==> src/rtl/sdcmd_pkg.sv <==
package sdcmd_pkg;

    // register select codes
    localparam logic [2:0] ADR_CMD   = 3'd0;
    localparam logic [2:0] ADR_ARGLO = 3'd1;
    localparam logic [2:0] ADR_ARGHI = 3'd2;
    localparam logic [2:0] ADR_CTRL  = 3'd3;
    localparam logic [2:0] ADR_STAT  = 3'd4;
    localparam logic [2:0] ADR_MASK  = 3'd5;

    // status word geometry
    localparam int STAT_W  = 16;
    localparam int ST_DONE = 0;
    localparam int ST_STOP = 2;
    localparam int ST_TMO  = 7;
    localparam int ST_RERR = 14;

    // response type codes
    localparam logic [2:0] RT_NONE  = 3'd0;
    localparam logic [2:0] RT_SHORT = 3'd1;
    localparam logic [2:0] RT_LONG  = 3'd2;
    localparam logic [2:0] RT_COND  = 3'd3;
    localparam logic [2:0] RT_ADDR  = 3'd6;

    localparam logic [5:0]  STOP_INDEX     = 6'd12;
    localparam int          SHORT_BYTES    = 4;
    localparam logic [31:0] SHORT_ERR_BITS = 32'hFDF9_0000;
    localparam logic [31:0] ADDR_ERR_BITS  = 32'h0000_E008;

    typedef struct packed {
        logic       dir;
        logic [1:0] kind;
        logic       hold;
        logic [2:0] rtype;
        logic       init;
        logic [5:0] idx;
    } cmd_t;

endpackage

==> src/rtl/sdcmd_decode.sv <==
module sdcmd_decode
    import sdcmd_pkg::*;
(
    input  logic [15:0] word_i,
    output cmd_t        cmd_o,
    output logic        pseudo_o
);
    logic unused_bits;

    always_comb begin
        cmd_o.idx   = word_i[5:0];
        cmd_o.init  = word_i[7];
        cmd_o.rtype = word_i[10:8];
        cmd_o.hold  = word_i[11];
        cmd_o.kind  = word_i[13:12];
        cmd_o.dir   = word_i[15];
        pseudo_o    = word_i[7] && (word_i[5:0] == 6'd0);
    end

    assign unused_bits = word_i[6] ^ word_i[14];

endmodule

==> src/rtl/sdcmd_classify.sv <==
module sdcmd_classify
    import sdcmd_pkg::*;
#(
    parameter int NBYTES = 16,
    parameter int LEN_W  = $clog2(NBYTES + 1)
) (
    input  logic [2:0]        rtype_i,
    input  logic [5:0]        idx_i,
    input  logic [LEN_W-1:0]  len_i,
    input  logic [31:0]       head_i,
    output logic [STAT_W-1:0] set_o,
    output logic              store_o
);
    logic [31:0] card_stat;
    logic        too_short;
    logic        bad;
    logic        keeps;

    // head_i holds reply bytes 0..3, byte 0 in the low lane
    assign card_stat = {head_i[7:0], head_i[15:8], head_i[23:16], head_i[31:24]};

    always_comb begin
        too_short = 1'b0;
        bad       = 1'b0;
        keeps     = 1'b0;
        unique case (rtype_i)
            RT_SHORT: begin
                too_short = len_i < LEN_W'(SHORT_BYTES);
                bad       = (card_stat & SHORT_ERR_BITS) != 32'd0;
                keeps     = 1'b1;
            end
            RT_LONG: begin
                too_short = len_i < LEN_W'(NBYTES);
                keeps     = 1'b1;
            end
            RT_COND: begin
                too_short = len_i < LEN_W'(SHORT_BYTES);
                keeps     = 1'b1;
            end
            RT_ADDR: begin
                too_short = len_i < LEN_W'(SHORT_BYTES);
                bad       = ({16'd0, card_stat[15:0]} & ADDR_ERR_BITS) != 32'd0;
                keeps     = 1'b1;
            end
            default: begin
                too_short = 1'b0;
            end
        endcase

        set_o = '0;
        if (too_short) begin
            set_o[ST_TMO] = 1'b1;
        end else begin
            set_o[ST_DONE] = 1'b1;
            set_o[ST_STOP] = (idx_i == STOP_INDEX);
            set_o[ST_RERR] = bad;
        end
        store_o = keeps && !too_short;
    end

endmodule

==> src/rtl/sdcmd_rsp_pack.sv <==
module sdcmd_rsp_pack #(
    parameter int NUM_RSP = 8,
    parameter int NBYTES  = 2 * NUM_RSP
) (
    input  logic [8*NBYTES-1:0]       bytes_i,
    output logic [NUM_RSP-1:0][15:0]  words_o
);
    for (genvar i = 0; i < NUM_RSP; i++) begin : g_word
        localparam int K = NUM_RSP - 1 - i;
        assign words_o[i] = {bytes_i[8*(2*K) +: 8], bytes_i[8*(2*K+1) +: 8]};
    end

endmodule

==> src/rtl/sdcmd_irq.sv <==
module sdcmd_irq #(
    parameter int W = 16
) (
    input  logic [W-1:0] status_i,
    input  logic [W-1:0] enable_i,
    output logic         irq_o
);
    assign irq_o = |(status_i & enable_i);

endmodule

==> src/rtl/sdcmd_front.sv <==
module sdcmd_front
    import sdcmd_pkg::*;
#(
    parameter int NUM_RSP = 8,
    localparam int NBYTES = 2 * NUM_RSP,
    localparam int LEN_W  = $clog2(NBYTES + 1),
    localparam int SEL_W  = $clog2(NUM_RSP)
) (
    input  logic                clk,
    input  logic                rst_n,
    input  logic                wr_en,
    input  logic [2:0]          wr_addr,
    input  logic [15:0]         wr_data,
    output logic                card_req_o,
    output logic [5:0]          card_index_o,
    output logic [31:0]         card_arg_o,
    output logic [1:0]          card_kind_o,
    output logic                card_dir_o,
    output logic                card_wait_o,
    input  logic                card_done_i,
    input  logic [LEN_W-1:0]    card_len_i,
    input  logic [8*NBYTES-1:0] card_bytes_i,
    input  logic [SEL_W-1:0]    rsp_sel_i,
    output logic [15:0]         rsp_word_o,
    output logic [STAT_W-1:0]   status_o,
    output logic                irq_o,
    output logic                busy_o
);
    typedef struct packed {
        logic [STAT_W-1:0]        status;
        logic [STAT_W-2:0]        mask;
        logic [31:0]              arg;
        logic                     enable;
        logic                     busy;
        logic                     req;
        cmd_t                     pend;
        logic [NUM_RSP-1:0][15:0] rsp;
    } state_t;

    state_t state_d, state_q;

    cmd_t                     cmd_now;
    logic                     cmd_pseudo;
    logic [STAT_W-1:0]        reply_set;
    logic                     reply_store;
    logic [NUM_RSP-1:0][15:0] reply_words;

    sdcmd_decode u_decode (
        .word_i   (wr_data),
        .cmd_o    (cmd_now),
        .pseudo_o (cmd_pseudo)
    );

    sdcmd_classify #(.NBYTES(NBYTES), .LEN_W(LEN_W)) u_classify (
        .rtype_i (state_q.pend.rtype),
        .idx_i   (state_q.pend.idx),
        .len_i   (card_len_i),
        .head_i  (card_bytes_i[31:0]),
        .set_o   (reply_set),
        .store_o (reply_store)
    );

    sdcmd_rsp_pack #(.NUM_RSP(NUM_RSP), .NBYTES(NBYTES)) u_pack (
        .bytes_i (card_bytes_i),
        .words_o (reply_words)
    );

    sdcmd_irq #(.W(STAT_W)) u_irq (
        .status_i (state_q.status),
        .enable_i ({1'b0, state_q.mask}),
        .irq_o    (irq_o)
    );

    always_comb begin
        logic [STAT_W-1:0] set_bits;
        logic [STAT_W-1:0] clr_bits;

        state_d     = state_q;
        state_d.req = 1'b0;
        set_bits    = '0;
        clr_bits    = '0;

        if (wr_en) begin
            unique case (wr_addr)
                ADR_CMD: begin
                    if (state_q.enable && !state_q.busy) begin
                        state_d.rsp = '0;
                        if (cmd_pseudo) begin
                            set_bits[ST_DONE] = 1'b1;
                        end else begin
                            state_d.busy = 1'b1;
                            state_d.req  = 1'b1;
                            state_d.pend = cmd_now;
                        end
                    end
                end
                ADR_ARGLO: state_d.arg[15:0]  = wr_data;
                ADR_ARGHI: state_d.arg[31:16] = wr_data;
                ADR_CTRL:  state_d.enable     = wr_data[0];
                ADR_STAT:  clr_bits           = wr_data;
                ADR_MASK:  state_d.mask       = wr_data[STAT_W-2:0];
                default: ;
            endcase
        end

        if (state_q.busy && card_done_i) begin
            state_d.busy = 1'b0;
            set_bits     = set_bits | reply_set;
            if (reply_store) begin
                state_d.rsp = reply_words;
            end
        end

        state_d.status = (state_q.status & ~clr_bits) | set_bits;
    end

    always_ff @(posedge clk) begin
        if (!rst_n) begin
            state_q <= '0;
        end else begin
            state_q <= state_d;
        end
    end

    assign card_req_o   = state_q.req;
    assign card_index_o = state_q.pend.idx;
    assign card_arg_o   = state_q.arg;
    assign card_kind_o  = state_q.pend.kind;
    assign card_dir_o   = state_q.pend.dir;
    assign card_wait_o  = (state_q.pend.rtype == RT_SHORT) && state_q.pend.hold;
    assign rsp_word_o   = state_q.rsp[rsp_sel_i];
    assign status_o     = state_q.status;
    assign busy_o       = state_q.busy;

endmodule

==> config.mk <==
export PLATFORM = sky130hd
export DESIGN_NAME = sdcmd_front
export DESIGN_NICKNAME = d
export VERILOG_FILES = /design/src/rtl/sdcmd_pkg.sv /design/src/rtl/sdcmd_decode.sv /design/src/rtl/sdcmd_classify.sv /design/src/rtl/sdcmd_rsp_pack.sv /design/src/rtl/sdcmd_irq.sv /design/src/rtl/sdcmd_front.sv
export SDC_FILE = /design/constraint.sdc
export NUM_CORES = 1
export LEC_CHECK = 0
export BUFFER_PORTS_ARGS = -buffer_cell sky130_fd_sc_hd__buf_2
export CORE_ASPECT_RATIO = 1.1
export CORE_MARGIN = 1
export CORE_UTILIZATION = 40
export DETAILED_ROUTE_END_ITERATION = 12
export PLACE_DENSITY_LB_ADDON = 0.2
export SKIP_CTS_REPAIR_TIMING = 1
export SLEW_MARGIN = 0
export SYNTH_ARGS = -nofsm -noshare
export SYNTH_HDL_FRONTEND = slang
export SYNTH_HIERARCHICAL = 1
export SYNTH_SLANG_ARGS = --single-unit
export TNS_END_PERCENT = 100
==> constraint.sdc <==
create_clock -name clk -period 3.7 [get_ports clk]
set_clock_uncertainty 0.2 [all_clocks]
set_input_delay 0.185 -clock clk [delete_from_list [all_inputs] [get_ports clk]]
set_output_delay 0.185 -clock clk [all_outputs]
set_load 0.05 [all_outputs]
==> impl_metrics.tcl, run 1 <==
set metrics [dict create \
    fp.dieW_um 158 \
    fin_crit_ns 2.63 \
    crit_path_cell_trace "dlygate4sd3_1 -> buf_2 -> or4b_4 -> nor3_4 -> mux2i_1" \
    peakVddDrop_v 0.000349 \
    worstPathArrival_ns 2.88 \
    hold_viol 0 \
    area_delta_synth_final_pct 20.9 \
    num-fill-cells 2475 \
    routed_wl_um 32500 \
    rsz0062_at_grt "false" \
    tightest_slew_ns 0.980 \
    die_area_um2 27300 \
    critPathLaunchType "input port" \
    whs_endpoint "status_o[7]" \
    hold_class "input port to register" \
    io_pins 236 \
    syn_area_per_cell_um2 8.50 \
    nets 1535 \
    max_freq_mhz 380 \
    pre_cts_ws_ns 1.09 \
    fin_crit_sh_pct 71.2 \
    end_kind "register" \
    finalWorstSetupSlack_ns 1.07 \
    p_per_area_nw_per_um2 408 \
    drv_slew 0 \
    grt_overflow 0 \
    grt_max_degree 116 \
    grt_pass1_vias 7855 \
    clockBufferDepth 3 \
    vias_per_cell 5.14 \
    cts_made_buffers 24 \
    netlist_instances 1256 \
    drc_errors 0 \
    dpl.hpwl_um 20100 \
    max_slew_margin_pct 33.8 \
    critPathRequiredTime_ns 3.94 \
    rows 62 \
    drive_gt1_share_pct 24.9 \
    worstSkewPairLatency_ns 0.52 \
    critPathMaxStageDelay_ns 0.88 \
    multiInputGateArea_um2 4550 \
    vias 8968 \
    drtIter0Drc 719 \
    path_class "input port to register" \
    holdPathStages 6 \
    fp.coreArea_um2 26100 \
    rr_worst_depth 6 \
    fin_tns_setup_ns 0 \
    r2r-end "state_q[50]" \
    crit_slowest_cell "or4b_4" \
    clk_pin_slew_worst_paths_ns 0.06 \
    r2r-start "state_q[135]" \
    cts_tree "yes" \
    status "completed" \
    wire_per_inst_um 18.6 \
    setup-violations-final 0 \
    leakage_nw 4.87 \
    grt_pass1_wl_um 45500 \
    drt_pass1_iterations 5 \
    r2r_slack_ns 1.26 \
    cp_max_fo 65 \
    grtUsageTotal_pct 21.4 \
    cts_max_level 1 \
    synthesis.area_um2 10700 \
    die_h_um 173 \
    maxCapViolations 0 \
    worstHoldStart "card_len_i[3]" \
    synth_warnings 6 \
    root_buffer "clkbuf_16" \
    regArea_um2 4140 \
    start_util_pct 40.8 \
    place.gp.congestion 0.780 \
    io_buffer_count 233 \
    ant_nets 0 \
    cts_sinks 207 \
    antenna_found_initial 1 \
]
==> cell usage in the layout (no fill, tap or decap), drive strengths merged, types with 4 or more instances in the layout <==
cell         count
mux4            32
mux2i           14
buf            245
a221oi           4
a22o             4
conb            13
dlygate4sd3    153
mux2            16
nor2             5
clkinv           6
nand2          263
o21ai           18
inv             19
nor4             5
clkbuf          30
bufinv           5
o211ai         128
a21oi          191
dfxtp          207
==> registers in the layout, indices dropped and copies added (netlist names) <==
signal	flops
card_index_o	6
busy_o	1
card_kind_o	2
card_dir_o	1
status_o	16
state_q	148
card_arg_o	32
card_req_o	1
==> worst max path at each step <==
stage | start | endpoint | cells past startpoint
CTS | rsp_sel_i[0] | rsp_word_o[4] | 5
detailed placement | wr_addr[0] | state_q[136] | 4
finish | wr_addr[0] | card_index_o[0] | 5
global placement | wr_addr[0] | card_index_o[0] | 4
global route | wr_addr[0] | state_q[135] | 5
floorplan | state_q[135] | card_wait_o | 1
==> where the power goes <==
group	total (W)	switching, W	internal (W)
Sequential	0.00225	0.00000614	0.00224
Combinational	0.000435	0.000227	0.000208
Clock	0.00258	0.000982	0.00160
==> layout make-up <==
cell class / instances / share of cell area, %
Antenna cell: 1 / 0.0194
Clock buffer: 30 / 5.06
Clock inverter: 13 / 1.60
Inverter: 19 / 0.592
Multi-Input combinational cell: 726 / 35.3
Sequential cell: 207 / 32.1
Tap cell: 352 / 3.41
Timing Repair Buffer: 398 / 21.9
==> routing by layer <==
metal	up-vias	share of wire, %	track usage (%)	wire, µm
met5	-	0	0	0
met4	0	2.2	5.10	719
met3	46	5.5	4.10	1790
met2	277	49	35.4	15900
met1	4266	43	28.5	14100
li1	4379	-	-	-
==> metrics by stage <==
step	utilization [%]	total power [W]	std cells	cell area (µm²)	hold WS, ns
global placement	40.2	0.00260	1549	10500	0.234
finish	49.3	0.00526	1746	12900	0.0468
CTS	43.5	0.00519	1592	11400	-0.326
floorplan	-	0.00256	1267	10700	0.121
detailed placement	40.2	0.00260	1549	10500	0.237
global route	49.3	0.00543	1746	12900	0.0985
==> worst max-delay path, delay by kind of cell <==
| family | cells | cell delay, ns |
|---|---|---|
| buffers and inverters | 2 | 0.72 |
| muxes | 1 | 0.25 |
| and+or+nand+nor | 2 | 1.70 |
Note: power is estimated with default switching activity, not from simulation.
==> run 2, diff against run 1 <==
clock period = 2.5 ns   (was 3.7 ns; I/O delays follow)
==> run 2 against run 1 <==
The run now ends with hold timing left. Non-clock buffer count increased by 7. First-iteration DRC count decreased by 14%. Global-route usage increased by 0.20 points. Sequential power increased by 48%. Power increased by 49%. Combinational power increased by 50%. Utilization increased by 0.65 points. Critical endpoint is now rsp_word_o[4]. Hold slack got worse by 0.058 ns.
==> impl_metrics.tcl, run 2 (same netlist as run 1, synthesis figures left out) <==
set metrics [dict create \
    status "finished with violations" \
    violations "hold timing" \
    fin_crit_sh_pct 88.6 \
    final_common_cell "nand2_1" \
    crit_slowest_cell "mux4_2" \
    fp.coreArea_um2 26100 \
    p_sw_w 0.00178 \
    whs_endpoint "status_o[7]" \
    drc_errors 0 \
    r2r-end "state_q[55]" \
    peakVddDrop_v 0.000510 \
    fin_crit_ns 2.22 \
    clk_pin_slew_worst_paths_ns 0.06 \
    vias_per_cell 5.16 \
    worstPathArrival_ns 1.89 \
    r2r-start "state_q[135]" \
    cts_max_level 1 \
    hold_viol 1 \
    drv_slew 0 \
    cp_max_fo 2 \
    fp.dieW_um 158 \
    antenna_found_initial 1 \
    wire_per_inst_um 18.3 \
    rr_worst_depth 6 \
    sw_frac_of_total_pct 22.7 \
    grt_pass1_vias 8067 \
    r2r_slack_ns 0.41 \
    total_power_w 0.00784 \
    area_delta_synth_final_pct 22.4 \
    rows 62 \
    p_int_w 0.00606 \
    power_frac_comb_pct 8.3 \
    start_util_pct 40.8 \
    rsz0062_at_grt "false" \
    cts_tree "yes" \
    drive_gt1_share_pct 25.6 \
    use_met1_pct 29.1 \
    critPathTopFamily "multiplexers" \
    max_freq_mhz 451 \
    critPathLaunchType "register" \
    end_kind "output pin" \
    max_slew_margin_pct 43.3 \
    setup-violations-final 0 \
    nets 1543 \
    ant_nets 0 \
    dpl.hpwl_um 20300 \
    die_area_um2 27300 \
    root_buffer "clkbuf_16" \
    most-common-layout-cells "nand2_1, buf_2, dfxtp_1" \
    io_pins 236 \
    critPathMaxStageDelay_ns 0.53 \
    grt_overflow 0 \
    io_buffer_count 233 \
    hold_class "input port to register" \
    cts_made_buffers 25 \
    worstHoldStart "card_len_i[3]" \
    drtIter0Drc 616 \
    fin_tns_setup_ns 0 \
    grt_pass1_wl_um 46100 \
    p_clk_share_pct 49.3 \
    place.gp.congestion 0.789 \
    worstSkewPairLatency_ns 0.51 \
    holdPathStages 6 \
    maxCapViolations 0 \
    hold_slack_ns -0.0108 \
    crit_buf_inv 1 \
    seq_power_share_pct 42.4 \
    vias 9062 \
    die_h_um 173 \
    p_per_area_nw_per_um2 600 \
    routed_wl_um 32100 \
    largest_register_ff_count 148 \
    clockBufferDepth 3 \
    top_register "state_q" \
    drt_pass1_iterations 6 \
    tightest_slew_ns 0.840 \
    grt_max_degree 131 \
    cts_sinks 207 \
    met3_usage_pct 3.88 \
    path_class "register to output pin" \
    leakage_nw 4.96 \
    critPathRequiredTime_ns 2.17 \
    busiest_layer "met2" \
    met2_usage_pct 34.9 \
    grtUsageTotal_pct 21.6 \
    crit_path_cell_trace "mux4_2 -> mux2_2 -> buf_2" \
]
==> run 2: changes by cell type in the layout (fill, tap and decap cells not counted), sizes merged <==
| cell | before | now |
|---|---|---|
| clkinvlp | 2 | 1 |
| clkbuf | 30 | 34 |
| bufinv | 5 | 4 |
| buf | 245 | 254 |
| inv | 19 | 20 |
| dlygate4sd3 | 153 | 151 |
==> run 2: metrics by stage <==
step / setup WS [ns] / instances / utilization [%] / area, µm²
5_1_grt: 0.236 / 1755 / 50.0 / 13100
2_1_floorplan: 0.240 / 1267 / - / 10700
6_report: 0.285 / 1756 / 50.0 / 13100
3_3_place_gp: 0.402 / 1558 / 40.8 / 10700
3_5_place_dp: 0.364 / 1558 / 40.8 / 10700
4_1_cts: 0.252 / 1604 / 44.2 / 11600
==> run 2: layer usage <==
metal	vias up	wire, µm	part of all wire, %
met1	4302	13900	43
met5	-	0	0
met4	0	946	2.9
met2	303	15300	48
met3	56	1970	6.1
li1	4401	-	-
==> run 2: cell type report <==
type / instances / area [µm²]
sequential: 207 / 4140
timing repair buffer: 405 / 2970
inverter: 19 / 76.3
multi-input combinational: 726 / 4540
clock inverter: 12 / 170
tap: 352 / 440
antenna: 1 / 2.50
clock buffer: 34 / 719
fill: 2469 / 13100
==> run 2: worst reg2reg max path, stage by stage, from the launching register on <==
cell	delay [ns]
dfxtp_1	0.40
nor2b_1	0.23
o21ba_2	0.21
nand3_4	0.35
buf_12	0.34
o211ai_1	0.16
a21oi_1	0.10
==> run 2: worst max-delay path by stage <==
stage | from | endpoint | slack [ns] | cells past startpoint
after floorplan | state_q[135] | card_wait_o | 0.24 | 1
after global placement | wr_addr[0] | card_index_o[2] | 0.40 | 4
after detailed placement | wr_addr[0] | card_index_o[3] | 0.36 | 4
after CTS | state_q[61] | rsp_word_o[13] | 0.25 | 3
after global routing | wr_addr[0] | card_index_o[4] | 0.24 | 5
final | state_q[100] | rsp_word_o[4] | 0.28 | 3
==> run 2: power by group through the flow <==
stage	logic (W)	clock network, W	registers (W)
after floorplan	0.000399	0	0.00340
after global placement	0.000467	0	0.00340
after detailed placement	0.000467	0	0.00340
after CTS	0.000468	0.00394	0.00332
after global routing	0.000698	0.00408	0.00332
final	0.000654	0.00386	0.00332
==> run 3, diff against run 2 <==
SYNTH_HIERARCHICAL = not set   (was 1)
==> run 3 against run 2 <==
Global-route usage shrank 0.29 points. Critical endpoint is now rsp_word_o[9]. Via count down 9.3%. Hold slack got worse by 0.014 ns. Largest cell class unchanged. The flow still finishes with violations (hold timing). Wire length down 12%. Register-to-register slack got worse by 0.04 ns. Power decreased by 3.6%.
==> impl_metrics.tcl, run 3 <==
set metrics [dict create \
    routed_wl_um 28300 \
    rows 58 \
    hold_viol 2 \
    fin_crit_sh_pct 87.2 \
    synthesis.area_um2 9540 \
    grt_overflow 0 \
    drtIter0Drc 405 \
    die_area_um2 24500 \
    critPathRequiredTime_ns 2.17 \
    r2r-end "state_q[24]" \
    synth_area_leaders "dfxtp_1, nand2_1, mux2i_1" \
    hold_slack_ns -0.0252 \
    r2r_slack_ns 0.37 \
    critPathMaxStageDelay_ns 0.52 \
    drv_slew 0 \
    critPathLaunchType "register" \
    wire_per_inst_um 17.1 \
    syn_nets 1207 \
    rr_worst_depth 5 \
    most-common-layout-cells "nand2_1, buf_2, dfxtp_1" \
    synth_top_area_share_pct 43.4 \
    grt_pass1_wl_um 40500 \
    root_buffer "clkbuf_16" \
    path_class "register to output pin" \
    pre_cts_ws_ns 0.373 \
    worstSkewPairLatency_ns 0.51 \
    whs_endpoint "state_q[144]" \
    cp_max_fo 2 \
    rsz0062_at_grt "false" \
    hold_class "input port to register" \
    synthMostInstantiatedCell "nand2_1" \
    vias_per_cell 4.96 \
    placedInstanceArea_um2 10400 \
    crit_path_cell_trace "mux4_2 -> mux2_2 -> buf_2" \
    vias 8217 \
    end_kind "output pin" \
    async_flop_share_pct 0 \
    synth_area_leader_cell "dfxtp_1" \
    area_delta_synth_final_pct 33.4 \
    holdPathStages 5 \
    violations "hold timing" \
    syn_area_per_cell_um2 9.10 \
    ys_top_cells_by_count "nand2_1, dfxtp_1, mux2i_1, a21oi_1, buf_4" \
    worstPathArrival_ns 1.86 \
    antenna_cells 0 \
    setup-violations-final 0 \
    fin_tns_setup_ns 0 \
    ys_ff_latch 207 \
    synth-seq-area-share_pct 43.4 \
    drt_pass1_iterations 4 \
    utilization_pct 55.0 \
    drc_errors 0 \
    ys_types 40 \
    nets 1499 \
    cts_sinks 207 \
    synth_edf_count 0 \
    fin_crit_ns 2.18 \
    die_h_um 164 \
    finalWorstSetupSlack_ns 0.320 \
    leakage_nw 6.09 \
    start_util_pct 41.2 \
    maxCapViolations 0 \
    clockBufferDepth 3 \
    place.gp.congestion 0.839 \
    grt_pass1_vias 7552 \
    largest_register_ff_count 148 \
    grt_max_degree 142 \
    cts_made_buffers 24 \
    grtUsageTotal_pct 21.3 \
    r2r-start "state_q[136]" \
    io_pins 236 \
    tightest_slew_ns 0.807 \
    ant_nets 0 \
    antenna_found_initial 0 \
    netlist_instances 1048 \
    cts_tree "yes" \
    cts_max_level 1 \
    worstHoldStart "wr_addr[2]" \
    clk_pin_slew_worst_paths_ns 0.06 \
    peakVddDrop_v 0.000485 \
    dpl.hpwl_um 18200 \
    final_common_cell "nand2_1" \
    synth_warnings 0 \
    p_per_area_nw_per_um2 594 \
    design_area_um2 12700 \
    ys.flop_type "dfxtp_1" \
    fp.dieW_um 149 \
    top_register "state_q" \
    fp.coreArea_um2 23100 \
    status "finished with violations" \
    max_freq_mhz 459 \
    io_buffer_count 233 \
    max_slew_margin_pct 45.4 \
    crit_slowest_cell "mux4_2" \
    drive_gt1_share_pct 25.3 \
]
-- run 3: where the power goes --
group,switching (W),internal [W],leakage (nW)
clock network,0.00139,0.00216,0.408
registers,0.00000847,0.00332,1.67
logic,0.000351,0.000328,4.01
-- run 3: per-layer routing --
layer | vias to the layer above | part of all wire [%] | track usage [%]
met3 | 40 | 5.6 | 4.94
met2 | 229 | 49 | 37.2
met1 | 3898 | 43 | 26.5
met4 | 0 | 2.2 | 4.82
met5 | - | 0 | 0
li1 | 4050 | - | -
-- run 3: critical path, delay by kind of cell (launching register included) --
kind     cells  cell delay [ns]
buf+inv      1             0.21
flops        1             0.34
mux          2             0.80
-- run 3: through the flow --
stage | power, W | cells
floorplan | 0.00366 | 1048
global placement | 0.00389 | 1465
detailed placement | 0.00389 | 1465
CTS | 0.00746 | 1509
global route | 0.00781 | 1658
finish | 0.00756 | 1658
-- run 3: area by class of cell --
class | instances | area (µm²)
clock buffers | 37 | 751
clock inverters | 7 | 63.8
fillers | 2068 | 10400
inverters | 3 | 11.3
multi-input cells | 705 | 4490
flip-flops and latches | 207 | 4140
well taps | 300 | 375
repair buffers | 399 | 2900
-- run 3: worst max-delay path by stage --
stage / startpoint / endpoint / slack (ns) / cells past startpoint
floorplan: busy_o / state_q[0] / 0.32 / 7
global placement: rsp_sel_i[0] / rsp_word_o[13] / 0.42 / 5
detailed placement: state_q[136] / state_q[50] / 0.37 / 5
CTS: state_q[120] / rsp_word_o[8] / 0.29 / 3
global route: state_q[61] / rsp_word_o[13] / 0.27 / 3
finish: state_q[121] / rsp_word_o[9] / 0.32 / 3
-- run 3: kinds of logic after synthesis --
kind of cell	count (synthesis)	synth area share [%]
AOI/OAI and AO/OA	102	5.80
DFF	207	43.4
muxes	178	23.1
and+or+nand+nor	425	17.8
buffers and inverters	136	9.84
